File: config.mk
export PLATFORM = sky130hd
export DESIGN_NAME = nvm_byte_ctrl
export DESIGN_NICKNAME = d
export VERILOG_FILES = /design/src/rtl/nvm_pkg.sv /design/src/rtl/nvm_arm_guard.sv /design/src/rtl/nvm_stall_gen.sv /design/src/rtl/nvm_prog_timer.sv /design/src/rtl/nvm_byte_ctrl.sv
export SDC_FILE = /design/constraint.sdc
export NUM_CORES = 1
export LEC_CHECK = 0
export BUFFER_PORTS_ARGS = -buffer_cell sky130_fd_sc_hd__buf_2
export CORE_MARGIN = 1.5
export CORE_UTILIZATION = 46
export CTS_BUF_LIST = sky130_fd_sc_hd__clkbuf_8
export CTS_CLUSTER_DIAMETER = 60
export DETAILED_ROUTE_END_ITERATION = 7
export GPL_TIMING_DRIVEN = 0
export HOLD_SLACK_MARGIN = 0.02
export PLACE_DENSITY = 0.68
export SYNTH_ARGS = -nofsm -noshare
export SYNTH_HDL_FRONTEND = slang
export SYNTH_SLANG_ARGS = --single-unit
File: constraint.sdc
create_clock -name clk_i -period 6.4 [get_ports clk_i]
set_input_delay 1.28 -clock clk_i [delete_from_list [all_inputs] [get_ports clk_i]]
set_output_delay 1.28 -clock clk_i [all_outputs]
set_load 0.01 [all_outputs]
File: src/rtl/nvm_pkg.sv
package nvm_pkg;

  typedef enum logic [1:0] {
    SEL_ADDR = 2'd0,
    SEL_DATA = 2'd1,
    SEL_CTRL = 2'd2,
    SEL_NONE = 2'd3
  } reg_sel_e;

  typedef enum logic [1:0] {
    MODE_ERASE_PROG = 2'b00,
    MODE_ERASE      = 2'b01,
    MODE_PROG       = 2'b10,
    MODE_RSVD       = 2'b11
  } op_mode_e;

  // control register bit positions
  localparam int unsigned CTL_RD   = 0;
  localparam int unsigned CTL_WR   = 1;
  localparam int unsigned CTL_ARM  = 2;
  localparam int unsigned CTL_IE   = 3;
  localparam int unsigned CTL_MODE = 4;
  localparam int unsigned CTL_BUSY = 6;

endpackage

File: src/rtl/nvm_arm_guard.sv
module nvm_arm_guard #(
  parameter int unsigned WINDOW = 4
) (
  input  logic clk_i,
  input  logic rst_ni,
  input  logic arm_set_i,
  input  logic consume_i,
  output logic armed_o
);
  localparam int unsigned WIN_W = $clog2(WINDOW + 1);

  logic             arm_q;
  logic [WIN_W-1:0] win_q;

  always_ff @(posedge clk_i or negedge rst_ni) begin
    if (!rst_ni) begin
      arm_q <= 1'b0;
      win_q <= '0;
    end else if (consume_i) begin
      arm_q <= 1'b0;
      win_q <= '0;
    end else if (arm_set_i) begin
      arm_q <= 1'b1;
      win_q <= WIN_W'(WINDOW);
    end else if (arm_q) begin
      // strobe still allowed on the edge that closes the window
      if (win_q == WIN_W'(1)) begin
        arm_q <= 1'b0;
        win_q <= '0;
      end else begin
        win_q <= win_q - WIN_W'(1);
      end
    end
  end

  assign armed_o = arm_q;

endmodule

File: src/rtl/nvm_stall_gen.sv
module nvm_stall_gen #(
  parameter int unsigned RD_CYC = 4,
  parameter int unsigned WR_CYC = 2
) (
  input  logic clk_i,
  input  logic rst_ni,
  input  logic rd_start_i,
  input  logic wr_start_i,
  output logic stall_o
);
  localparam int unsigned MAX_CYC = (RD_CYC > WR_CYC) ? RD_CYC : WR_CYC;
  localparam int unsigned CNT_W   = $clog2(MAX_CYC + 1);

  logic [CNT_W-1:0] cnt_q;

  always_ff @(posedge clk_i or negedge rst_ni) begin
    if (!rst_ni) begin
      cnt_q <= '0;
    end else if (rd_start_i) begin
      cnt_q <= CNT_W'(RD_CYC);
    end else if (wr_start_i) begin
      cnt_q <= CNT_W'(WR_CYC);
    end else if (cnt_q != '0) begin
      cnt_q <= cnt_q - CNT_W'(1);
    end
  end

  assign stall_o = (cnt_q != '0);

endmodule

File: src/rtl/nvm_prog_timer.sv
module nvm_prog_timer
  import nvm_pkg::*;
#(
  parameter int unsigned TICKS_PER_MS = 1000,
  parameter int unsigned WRITE_MS     = 4,
  parameter int unsigned ERASE_MS     = 8
) (
  input  logic     clk_i,
  input  logic     rst_ni,
  input  logic     start_i,
  input  op_mode_e mode_i,
  input  logic     tick_i,
  output logic     busy_o,
  output logic     done_o
);
  localparam int unsigned PROG_TICKS  = WRITE_MS * TICKS_PER_MS;
  localparam int unsigned ERASE_TICKS = ERASE_MS * TICKS_PER_MS;
  localparam int unsigned BOTH_TICKS  = PROG_TICKS + ERASE_TICKS;
  localparam int unsigned CNT_W       = $clog2(BOTH_TICKS + 1);

  logic [CNT_W-1:0] cnt_q;
  logic [CNT_W-1:0] dur;
  logic             busy_q;
  logic             done_q;

  always_comb begin
    unique case (mode_i)
      MODE_ERASE: dur = CNT_W'(ERASE_TICKS);
      MODE_PROG:  dur = CNT_W'(PROG_TICKS);
      default:    dur = CNT_W'(BOTH_TICKS);
    endcase
  end

  always_ff @(posedge clk_i or negedge rst_ni) begin
    if (!rst_ni) begin
      cnt_q  <= '0;
      busy_q <= 1'b0;
      done_q <= 1'b0;
    end else begin
      done_q <= 1'b0;
      if (start_i) begin
        cnt_q  <= dur;
        busy_q <= 1'b1;
      end else if (busy_q && tick_i) begin
        if (cnt_q == CNT_W'(1)) begin
          cnt_q  <= '0;
          busy_q <= 1'b0;
          done_q <= 1'b1;
        end else begin
          cnt_q <= cnt_q - CNT_W'(1);
        end
      end
    end
  end

  assign busy_o = busy_q;
  assign done_o = done_q;

endmodule

File: src/rtl/nvm_byte_ctrl.sv
module nvm_byte_ctrl
  import nvm_pkg::*;
#(
  parameter int unsigned ADDR_W       = 12,
  parameter int unsigned DATA_W       = 8,
  parameter int unsigned TICKS_PER_MS = 1000,
  parameter int unsigned WRITE_MS     = 4,
  parameter int unsigned ERASE_MS     = 8,
  parameter int unsigned ARM_WINDOW   = 4,
  parameter int unsigned RD_STALL     = 4,
  parameter int unsigned WR_STALL     = 2
) (
  input  logic              clk_i,
  input  logic              rst_ni,
  input  logic              tick_i,
  input  logic [1:0]        reg_sel_i,
  input  logic              reg_wr_i,
  input  logic [ADDR_W-1:0] reg_wdata_i,
  output logic [ADDR_W-1:0] reg_rdata_o,
  output logic              stall_o,
  output logic              irq_o,
  output logic [ADDR_W-1:0] mem_addr_o,
  output logic              mem_rd_o,
  input  logic [DATA_W-1:0] mem_rdata_i,
  output logic              mem_erase_o,
  output logic              mem_prog_o,
  output logic [DATA_W-1:0] mem_wdata_o
);
  localparam int unsigned REG_W = ADDR_W;

  reg_sel_e          sel;
  logic              addr_wr, data_wr, ctrl_wr;
  logic              rd_req, wr_req, arm_req;
  logic              rd_start, wr_start;
  op_mode_e          req_mode;
  logic              busy, armed, done;

  logic [ADDR_W-1:0] addr_q, op_addr_q;
  logic [DATA_W-1:0] data_q, op_data_q;
  op_mode_e          mode_q, op_mode_q;
  logic              ie_q;
  logic              rd_pend_q, rd_cap_q;

  assign sel      = reg_sel_e'(reg_sel_i);
  assign addr_wr  = reg_wr_i && (sel == SEL_ADDR);
  assign data_wr  = reg_wr_i && (sel == SEL_DATA);
  assign ctrl_wr  = reg_wr_i && (sel == SEL_CTRL);
  assign req_mode = op_mode_e'(reg_wdata_i[CTL_MODE +: 2]);

  assign wr_req   = ctrl_wr && reg_wdata_i[CTL_WR];
  assign arm_req  = ctrl_wr && reg_wdata_i[CTL_ARM] && !reg_wdata_i[CTL_WR];
  assign rd_req   = ctrl_wr && reg_wdata_i[CTL_RD] && !reg_wdata_i[CTL_WR];
  assign wr_start = wr_req && armed && !busy && (req_mode != MODE_RSVD);
  assign rd_start = rd_req && !busy;

  nvm_arm_guard #(
    .WINDOW (ARM_WINDOW)
  ) u_arm (
    .clk_i     (clk_i),
    .rst_ni    (rst_ni),
    .arm_set_i (arm_req),
    .consume_i (wr_req),
    .armed_o   (armed)
  );

  nvm_stall_gen #(
    .RD_CYC (RD_STALL),
    .WR_CYC (WR_STALL)
  ) u_stall (
    .clk_i      (clk_i),
    .rst_ni     (rst_ni),
    .rd_start_i (rd_start),
    .wr_start_i (wr_start),
    .stall_o    (stall_o)
  );

  nvm_prog_timer #(
    .TICKS_PER_MS (TICKS_PER_MS),
    .WRITE_MS     (WRITE_MS),
    .ERASE_MS     (ERASE_MS)
  ) u_timer (
    .clk_i   (clk_i),
    .rst_ni  (rst_ni),
    .start_i (wr_start),
    .mode_i  (req_mode),
    .tick_i  (tick_i),
    .busy_o  (busy),
    .done_o  (done)
  );

  // software-visible registers
  always_ff @(posedge clk_i or negedge rst_ni) begin
    if (!rst_ni) begin
      addr_q <= '0;
      data_q <= '0;
      mode_q <= MODE_ERASE_PROG;
      ie_q   <= 1'b0;
    end else begin
      if (addr_wr) addr_q <= reg_wdata_i;
      if (rd_cap_q) begin
        data_q <= mem_rdata_i;
      end else if (data_wr) begin
        data_q <= reg_wdata_i[DATA_W-1:0];
      end
      if (ctrl_wr) begin
        mode_q <= req_mode;
        ie_q   <= reg_wdata_i[CTL_IE];
      end
    end
  end

  // operands captured at start, isolated from later register writes
  always_ff @(posedge clk_i or negedge rst_ni) begin
    if (!rst_ni) begin
      op_addr_q <= '0;
      op_data_q <= '0;
      op_mode_q <= MODE_ERASE_PROG;
    end else if (wr_start) begin
      op_addr_q <= addr_q;
      op_data_q <= data_q;
      op_mode_q <= req_mode;
    end
  end

  // read pipeline: request, then capture one cycle later
  always_ff @(posedge clk_i or negedge rst_ni) begin
    if (!rst_ni) begin
      rd_pend_q <= 1'b0;
      rd_cap_q  <= 1'b0;
    end else begin
      rd_pend_q <= rd_start;
      rd_cap_q  <= rd_pend_q;
    end
  end

  assign mem_rd_o    = rd_pend_q;
  assign mem_erase_o = done && (op_mode_q != MODE_PROG);
  assign mem_prog_o  = done && (op_mode_q != MODE_ERASE);
  assign mem_addr_o  = done ? op_addr_q : addr_q;
  assign mem_wdata_o = op_data_q;
  assign irq_o       = ie_q && !busy;

  always_comb begin
    unique case (sel)
      SEL_ADDR: reg_rdata_o = addr_q;
      SEL_DATA: reg_rdata_o = REG_W'(data_q);
      SEL_CTRL: reg_rdata_o = REG_W'({busy, mode_q, ie_q, armed, 2'b00});
      default:  reg_rdata_o = '0;
    endcase
  end

endmodule

## Word-level counts from Yosys, hierarchy flattened

Cells that the tools add are included.

| cells by class | value |
|---|---|
| $add $sub $neg | 3 |
| equal/unequal tests | 9 |
| multiplexer cells | 25 |
| reductions and logical operators | 26 |

Operator list:

| kind | number |
|---|---|
| $mux 14 | 3 |
| $pmux 12 s3 | 1 |
| $pmux 14 s2 | 1 |
| $mux 3 | 7 |
| $logic_and 1x1->1 | 16 |
| $mux 8 | 2 |
| $eq 14x1->1 const B | 1 |
| $sub 14x1->14 const B | 1 |
| $mux 12 | 1 |
| $mux 1 | 10 |
| $reduce_bool 3->1 | 3 |
| $reduce_bool 2->1 | 3 |
| $sub 3x1->3 const B | 2 |
| $eq 2x1->1 const B | 2 |
| $eq 2x2->1 const B | 2 |
| $ne 2x2->1 const B | 2 |
| $eq 3x1->1 const B | 1 |
| $logic_not 1->1 | 2 |
| $logic_not 2->1 | 1 |
| $ne 2x1->1 const B | 1 |
| $reduce_and 2->1 | 1 |

| word-level totals | value |
|---|---|
| register bits | 70 |
| bits of input ports | 26 |
| output and inout bits | 37 |
| word-level logic and storage cells | 78 |

## Longest topological paths before layout

| depth | value |
|---|---|
| word-level depth | 8 |
| mapped depth | 7 |
| mapped depth without buffers | 6 |

## Hierarchy

Synthesis repeated with hierarchy kept, for this count alone.

| second synthesis, totals | value |
|---|---|
| cells, all modules | 316 |
| area, all modules | 3678.5 µm² |

By module, submodules not included:

| module | times used | cells an instance | area an instance (µm²) | seq. area each (µm²) |
|---|---|---|---|---|
| nvm_byte_ctrl | 1 | 177 | 2289.7 | 1176.1 |
| nvm_prog_timer | 1 | 101 | 1006.0 | 400.4 |
| nvm_arm_guard | 1 | 20 | 206.4 | 100.1 |
| nvm_stall_gen | 1 | 18 | 176.4 | 75.1 |

## Worst setup path after synthesis

No wires, ideal clock.

| timing path | value |
|---|---|
| path kind | input to output |
| start | input port reg_sel_i[0] |
| end | output port reg_rdata_o[2] |
| arrival | 2.095 ns |
| data required time | 5.120 ns |
| slack | 3.025 ns |
| stages on the path | 3 |
| buffers on the path | 1 |
| path through | clkbuf_1 -> mux2i_1 -> o21ai_0 |

| between the ends | value |
|---|---|
| word-level cells in the longest chain between the ends | 2 |
| elaborated cells between the ends (all ways) | 4 |
| classes of those cells | eq/ne (2); mux (1); reduce/logical (1) |

Ends and longest elaborated chain:

| what | line | RTL |
|---|---|---|
| start, declared | nvm_byte_ctrl.sv:16 | `input logic [1:0] reg_sel_i,` |
| $eq 2x2->1, or another cell as far along | nvm_byte_ctrl.sv:144 | `unique case (sel)` |
| $pmux 12 s3 * | nvm_byte_ctrl.sv:144 |  |
| end, declared | nvm_byte_ctrl.sv:19 | `output logic [ADDR_W-1:0] reg_rdata_o,` |

Every way passes the cells marked *; elsewhere a longest branch is shown, timed or not.

## Worst setup path in the final report

| timing path | value |
|---|---|
| start | input port reg_sel_i[0] |
| end | output port reg_rdata_o[9] |

The elaborated chain is that of the path after synthesis.

==> summary.txt <==
Placed design
  – PortBufs: 62
  – Post-DP HPWL: 5860 um
  – GPL Wtd Cong: 0.875
  – Post-DP Area: 3920 um^2

Synth
  – Synth area leader: dfrtp_1
  – Mapped Nets: 394
  – Mapped Area: 3490 um^2
  – Number of flops mapped to enable cells by yosys: 0
  – Main synth FF type: dfrtp_1
  – Yosys top cell area share: 0.503
  – Synth Instances: 358
  – Ranking of synthesized cells by area: dfrtp_1 (50%), nand2_1 (9.6%), mux2_2 (8.4%), mux2i_1 (4.0%), o21ai_0 (3.7%)
  – Ys Warns: 0
  – Ys async rst share: 1.00
  – Syn_area_per_cell: 9.74 um^2
  – #FFs+latches synth: 70
  – Post-synthesis cell type count: 48
  – Register area share after synthesis: 0.503

Cells and area
  – Commonest cells after routing, fill and taps aside: nand2_1 (89), dfrtp_1 (70), buf_2 (62), o21ai_0 (26), mux2_2 (26)
  – P&R area growth vs syn: 18.9%
  – Nets@finish: 467
  – Antenna diodes: 0
  – Layout cells sized above 1: 0.264
  – Leading cell type in the layout, fill and taps excluded: nand2_1
  – Design Area, Final: 4150 um^2

Timing
  – Worst-Margin Slew: 1360 ps
  – Max-slew violations: 0
  – F_max: 0.257 GHz
  – Minimum clock period: 3890 ps
  – RSZ-0062 raised after global routing: no
  – Final setup fails: 0
  – Skew final: 8.18 ps
  – Rel. slew slack: 0.0836
  – Worst hold slack: 392 ps
  – Endpoints failing hold: 0
  – Part of the cycle the worst path needs: 0.609
  – Setup_tns: 0 ps

Floorplan
  – DIE HEIGHT: 90.1 um
  – I/O pins: 63
  – Die footprint: 8110 um^2
  – Initial core utilization: 0.478
  – Row count: 31
  – Core area: 7290 um^2
  – Die X: 90.1 um

Clocking
  – Hold-fix buffers, CTS: 0
  – Worst skew pair latency: 350 ps
  – Setup Fix Bufs, Post-CTS: 0
  – Clock Sinks: 70
  – Htree depth: 3
  – Post-cts resize count: 0
  – CTS Root Cell: clkbuf_8
  – Clk buf depth: 2
  – CTS Buf Count: 9
  – Clock Pin Slew Worst Setup and Hold Paths: 80 ps
  – CTS tree: done

Min path
  – Worst hold-check path type: reg -> reg
  – Hold path cells: 0
  – Min-delay src: mem_rd_o$_DFF_PN0_
  – Hold Path End: rd_cap_q$_DFF_PN0_

Critical path
  – Crit-path leading delay family: buffers and inverters
  – FF-to-FF path depth: 6
  – CP required: 5120 ps
  – Reg2reg setup slack: 4120 ps
  – Most used cell, CP: buf_2
  – CP cell instances: buf_2 -> clkbuf_1 -> nor2_1 -> and2_1 -> buf_2
  – Largest stage delay, worst path: 550 ps
  – Critical path type: in -> out
  – Worst setup SP type: input pin
  – Crit path buf inv count: 3
  – Slowest cell on the critical path: clkbuf_1
  – Worst path arrival time: 2610 ps
  – Critical path peak fanout: 10
  – FF-to-FF End: u_timer.cnt_q[7]$_DFFE_PN0P_
  – Critical Path Sink Type: output port
  – Reg2reg start: u_timer.cnt_q[1]$_DFFE_PN0P_

Routing
  – Vias: 2834
  – Vias per cell: 5.30
  – Avg WL per Cell: 15.6 um
  – TritonRoute pass-1 iters: 4
  – Post-Route WL: 8360 um
  – Remaining DRCs: 0
  – Initial DRC count: 175
  – Post-DRT Antenna Nets: 0

Flow run
  – Max-cap viol count: 0

Status
  – Outcome: finished, final reports clean

Power and ir drop
  – Maximum vdd drop: 0.160 mV
  – Leakage: 0.00206 uW
  – Total power draw: 1620 uW
  – Cell Pwr Density: 390 nW/um^2

Global routing
  – Largest net degree at the start of global routing: 71
  – Global Route Usage Sum: 0.220
  – Vias in the first global route: 2877
  – Number of antenna violations at the first check in global routing: 0
  – GR Overflow Total: 0
  – First-pass GRT wire length: 14000 um
cells in the mapped netlist (3+ instances only):
cell type	count
a21o_1	3
a21oi_1	10
a31oi_1	3
and2_1	7
clkbuf_1	13
dfrtp_1	70
ha_1	10
inv_1	13
mux2_2	26
mux2i_1	14
nand2_1	89
nand3_1	6
nor2_1	16
nor3_1	5
o21ai_0	26
or3_1	3
or4_1	3
state kept, by name (all words and copies together) (netlist names):
name,flops
u_timer.cnt_q,14
addr_q,12
op_addr_q,12
data_q,8
mem_wdata_o,8
u_arm.win_q,3
u_stall.cnt_q,3
mode_q,2
op_mode_q,2
ie_q,1
mem_rd_o,1
rd_cap_q,1
u_arm.armed_o,1
u_timer.busy_o,1
u_timer.done_o,1
how the worst max path moves through the flow:
stage	startpoint	endpoint	slack (ps)	cells past startpoint
5_1_grt	reg_sel_i[0]	reg_rdata_o[11]	2410	5
6_report	reg_sel_i[0]	reg_rdata_o[9]	2510	5
3_5_place_dp	reg_sel_i[0]	reg_rdata_o[11]	2530	5
2_1_floorplan	reg_sel_i[0]	reg_rdata_o[2]	3030	3
3_3_place_gp	reg_sel_i[0]	reg_rdata_o[9]	2540	5
4_1_cts	reg_sel_i[0]	reg_rdata_o[9]	2530	5
power by group:
group / total, uW / internal (uW) / switching (uW)
Sequential: 723 / 600 / 123
Combinational: 491 / 227 / 264
Clock: 402 / 229 / 173
Total: 1620 / 1060 / 560
stage by stage:
step                 util  cells  worst slack, ps
floorplan               -    358             3030
global placement    0.538    519             2540
detailed placement  0.538    519             2530
CTS                 0.568    535             2530
global route        0.568    535             2410
finish              0.568    535             2510
worst reg2reg max path, delay by kind of cell, from the launching register on:
kind | cells | cell delay [ps]
compound gates | 1 | 170
fa+ha+maj | 1 | 140
buf+inv | 1 | 90
flops | 1 | 410
simple gates | 3 | 1340
layout make-up:
type | count | area [um^2]
repair buffers | 62 | 313
multi-input cells | 259 | 1620
clock buffers | 10 | 138
inverters | 13 | 48.8
plain buffers | 16 | 61.3
well taps | 99 | 124
flip-flops and latches | 70 | 1750
fillers | 689 | 3150
clock inverters | 6 | 85.1
kinds of logic (layout without fill, tap and decap cells):
group                      count (synthesis)  count (layout)  synth area share
AOI/OAI and AO/OA                         56              56            0.0958
xor gates and xnor gates                   2               2           0.00503
adders and majority gates                 10              10            0.0359
buffers and inverters                     29             107            0.0316
DFF                                       70              70             0.503
muxes                                     40              40             0.124
and+or+nand+nor                          151             151             0.205
layer usage:
layer,vias to the layer above,track usage,wire length (um)
met3,15,0.0457,369
met2,69,0.348,3900
met4,0,0.0926,140
met1,1383,0.293,3950
li1,1367,-,-
met5,-,0,0
(Power assumes the default switching activity.)
